--- src/rtl/evt_framer.sv ---
module evt_framer (
  input  logic        clk,
  input  logic        rst_n,
  input  logic [3:0]  chip_addr,
  input  logic [15:0] max_hits,
  input  logic        trig_valid,
  output logic        trig_ready,
  input  logic [11:0] trig_bx,
  input  logic [11:0] trig_evt,
  input  logic [3:0]  trig_status,
  input  logic        hit_valid,
  output logic        hit_ready,
  input  logic        hit_end,
  input  logic [23:0] hit_addr,
  input  logic [4:0]  hit_adc,
  input  logic        hit_flag,
  output logic        out_valid,
  input  logic        out_ready,
  output logic [31:0] out_data,
  output logic        out_sop,
  output logic        out_eop
);
  typedef enum logic [1:0] {S_IDLE, S_HITS, S_TRL} st_t;
  st_t st;

  logic [15:0] cnt;
  logic [11:0] csum;
  logic        trunc;

  wire        slot  = !out_valid || out_ready;
  wire [29:0] hw    = {hit_addr, hit_adc, hit_flag};
  wire [11:0] hfold = hw[11:0] ^ hw[23:12] ^ {6'd0, hw[29:24]};
  wire        keep  = cnt < max_hits;

  assign trig_ready = (st == S_IDLE);
  assign hit_ready  = (st == S_HITS) && slot;

  always_ff @(posedge clk) begin
    if (!rst_n) begin
      st        <= S_IDLE;
      out_valid <= 1'b0;
      out_data  <= '0;
      out_sop   <= 1'b0;
      out_eop   <= 1'b0;
      cnt       <= '0;
      csum      <= '0;
      trunc     <= 1'b0;
    end else begin
      if (out_ready) out_valid <= 1'b0;
      case (st)
        S_IDLE: if (trig_valid) begin
          out_valid <= 1'b1;
          out_data  <= {trig_bx, trig_evt, chip_addr, trig_status};
          out_sop   <= 1'b1;
          out_eop   <= 1'b0;
          cnt       <= '0;
          csum      <= '0;
          trunc     <= 1'b0;
          st        <= S_HITS;
        end
        S_HITS: if (hit_valid && slot) begin
          if (hit_end) begin
            out_valid <= 1'b1;
            out_data  <= {cnt, csum, 3'b000, trunc};
            out_sop   <= 1'b0;
            out_eop   <= 1'b1;
            st        <= S_TRL;
          end else if (keep) begin
            out_valid <= 1'b1;
            out_data  <= {2'b00, hw};
            out_sop   <= 1'b0;
            out_eop   <= 1'b0;
            cnt       <= cnt + 16'd1;
            csum      <= csum ^ hfold;
          end else begin
            trunc     <= 1'b1;
          end
        end
        S_TRL: if (out_valid && out_ready) st <= S_IDLE;
        default: st <= S_IDLE;
      endcase
    end
  end
endmodule

--- config.mk ---
export PLATFORM = sky130hd
export DESIGN_NAME = evt_framer
export DESIGN_NICKNAME = d
export VERILOG_FILES = /design/src/rtl/evt_framer.sv
export SDC_FILE = /design/constraint.sdc
export NUM_CORES = 1
export LEC_CHECK = 0
export ABC_AREA = 1
export BUFFER_PORTS_ARGS = -buffer_cell sky130_fd_sc_hd__buf_4
export CELL_PAD_IN_SITES_DETAIL_PLACEMENT = 1
export CELL_PAD_IN_SITES_GLOBAL_PLACEMENT = 1
export CORE_MARGIN = 3
export CORE_UTILIZATION = 33
export DETAILED_ROUTE_END_ITERATION = 10
export PLACE_DENSITY = 0.85
export SKIP_CTS_REPAIR_TIMING = 1
export SYNTH_ARGS = -nofsm -noshare
export SYNTH_HDL_FRONTEND = slang
export SYNTH_SLANG_ARGS = --single-unit
export TNS_END_PERCENT = 30
--- constraint.sdc ---
create_clock -name clk -period 1.75 [get_ports clk]
set_input_delay 0.35 -clock clk [delete_from_list [all_inputs] [get_ports clk]]
set_output_delay 0.35 -clock clk [all_outputs]
set_load 0.05 [all_outputs]
==> results.json <==
{
  "synth_mux_area_share_pct": 0,
  "min_path_type": "input port to register",
  "hold_viol_final": 0,
  "worstPathBufferInverterCount": 2,
  "rsz0062_at_grt": "true",
  "rr_worst_depth": 10,
  "fin_total_pwr_mw": 6.03,
  "synth_compound_area_share_pct": 15.7,
  "synth_area_leader_cell": "dfxtp_1",
  "max_freq_mhz": 485,
  "fp.dieArea_sq_mm": 0.0144,
  "hold_start": "hit_valid",
  "whs_path_depth": 3,
  "post_drt_wl_per_cell_um": 23.2,
  "place_congestion": 0.923,
  "grt_pass1_wl_um": 27500,
  "use_met2_pct": 40.0,
  "crit_path_max_fanout": 8,
  "stdcell_count": 938,
  "drt_iter0_markers": 678,
  "yosysMostFrequentCell": "nand2_1",
  "vias": 5479,
  "worstPathArrival_ns": 2.32,
  "crit_cells": 10,
  "maxSlewViolCount": 0,
  "ys.flop_type": "dfxtp_1",
  "h-tree-depth": 3,
  "start_kind": "register",
  "fin_crit_ns": 2.06,
  "drt-pass1-iter-count": 5,
  "start_util_pct": 34.6,
  "layout_setup_ws_ns": -0.314,
  "dp.cells": 914,
  "cts_tree": "done",
  "crit_family": "compound AO/OA/AOI/OAI gates",
  "grt_max_degree": 37,
  "crit_path_end_kind": "register",
  "core-area_sq_mm": 0.0124,
  "synth_cell_types": 26,
  "overflow": 0,
  "die_h_um": 120,
  "async_reset_ff_share_pct": 0,
  "avgSynthCellArea_sq_um": 6.84,
  "critPathRequiredTime_ns": 2.01,
  "clk_pin_slew_ns": 0.06,
  "syn_nets": 725,
  "yosys-top-cells-area": "dfxtp_1, nand2_1, nor2_1, a21oi_1, nand3_1",
  "yosys_warnings": 0,
  "crit_slowest_cell": "dfxtp_2",
  "yosys.area.top_type_share_pct": 30.9,
  "ys_top_cells_by_count": "nand2_1, nor2_1, a21oi_1",
  "synth_edf_count": 0,
  "slew_headroom_pct": 51.3,
  "r2r_start": "cnt[15]",
  "violations": "negative setup slack",
  "dpl.hpwl_um": 12900,
  "grt_antenna_before_repair": 0,
  "period_share_pct": 118,
  "syn_to_final_growth_pct": 51.5,
  "leakagePower_nw": 2.99,
  "route.detailed.drc": 0,
  "crit_path_start": "cnt[15]",
  "netlist_instances": 625,
  "clk_latency_ns": 0.34,
  "run_status": "finished with violations",
  "grtUsageMet1_pct": 29.5,
  "numCtsBuffers": 9,
  "ir_drop_v": 0.000475,
  "path_class": "register to register",
  "place_ws_ns": -0.379,
  "clock_sinks": 66,
  "tightest_slew_ns": 0.725,
  "rows": 40,
  "final_nets": 865,
  "synth_seq_cells": 66,
  "cts_root_buffer": "clkbuf_16",
  "io_pins": 121,
  "busiest_layer": "met2",
  "portBuffers": 120,
  "tns_ns": -14.23,
  "final_util_pct": 52.4,
  "antenna_left": 0,
  "slowest_delay_ns": 0.34,
  "clock_skew_ns": 0.0107,
  "path_cells": "ha_4 -> a21oi_1 -> o21ai_0 -> a21oi_2 -> nand2_4 -> nand2_4 -> buf_6 -> clkbuf_16 -> nand3_1 -> a21oi_1",
  "synthXorXnorAreaFrac_pct": 8.48,
  "insertedDiodeCount": 0,
  "drive_gt1_share_pct": 35.5,
  "yosys.area_share.adder_pct": 4.68,
  "synthSimpleGateAreaFrac_pct": 29.6,
  "powerDensity_mw_per_mm2": 930,
  "wirelength_um": 21700,
  "grt_pass1_vias": 5114,
  "die_w_um": 120,
  "netlist_area_sq_mm": 0.00428,
  "synth_top_family_by_area": "simple AND/OR/NAND/NOR gates",
  "grt_util_met3_pct": 3.96,
  "viasPerCell": 5.84,
  "setup_viol": 63,
  "drv_cap": 0,
  "gr-usage-all-layers_pct": 24.0,
  "seq_area_frac_synth_pct": 30.9,
  "clock_path_buffers": 2
}
-- tightest hold or removal path: cells and delay by family --
| kind | cells | cell delay (ns) |
|---|---|---|
| compound gates | 1 | 0.06 |
| buf+inv | 1 | 0.12 |
| simple gates | 1 | 0.09 |
-- placed cells by master (no fill, tap or decap), types with 7 or more instances in the layout --
master,count
a21oi_1,42
a21oi_2,32
a221oi_1,26
buf_12,10
buf_4,150
clkbuf_16,14
dfxtp_1,59
dfxtp_2,7
ha_1,10
inv_1,56
nand2_1,94
nand2_2,8
nand3_1,53
nand3_2,17
nor2_1,96
nor3_1,17
xnor2_1,9
xor2_1,17
-- power by group --
group / internal (mW) / switching, mW
clock network: 1.30 / 0.780
logic: 0.810 / 1.37
registers: 1.65 / 0.122
-- path summary, 6_finish.rpt --
path                             endpoint  slack (ns)
worst min-delay path            out_valid        0.33
worst max register to register    cnt[14]       -0.31
worst max-delay path              cnt[14]       -0.31
worst min register to register    out_sop        0.47
-- flip-flops by register name, indices dropped and copies added, names as in the netlist --
| register | cells |
|---|---|
| out_sop | 1 |
| trunc | 1 |
| csum | 12 |
| st | 2 |
| out_eop | 1 |
| cnt | 16 |
| out_data | 32 |
| out_valid | 1 |
-- final cells by class --
type	count	area, sq um
Fill cell	1520	5880
Inverter	60	225
Clock buffer	11	243
Timing Repair Buffer	170	1510
Multi-Input combinational cell	458	2880
Clock inverter	5	85.1
Sequential cell	66	1330
Tap cell	168	210
-- per-stage QoR --
stage / cell area (sq um) / hold WS, ns
2_1_floorplan: 4280 / 0.437
3_3_place_gp: 5610 / 0.453
3_5_place_dp: 5610 / 0.462
4_1_cts: 5940 / 0.324
5_1_grt: 6480 / 0.354
6_report: 6480 / 0.328
-- cells by family (layout without fill, tap and decap cells) --
group	after synthesis	count (layout)
xor gates and xnor gates	32	32
DFF	66	66
and+or+nand+nor	300	300
AOI/OAI and AO/OA	110	110
adders and majority gates	16	16
buffers and inverters	101	246
-- routing by layer --
| layer | vias up | wire length, um | share of wire (%) |
|---|---|---|---|
| li1 | 2360 | - | - |
| met1 | 2645 | 8050 | 37 |
| met2 | 364 | 10500 | 48 |
| met3 | 110 | 1780 | 8.2 |
| met4 | 0 | 1410 | 6.5 |
| met5 | - | 0 | 0 |
(Power assumes the default switching activity.)
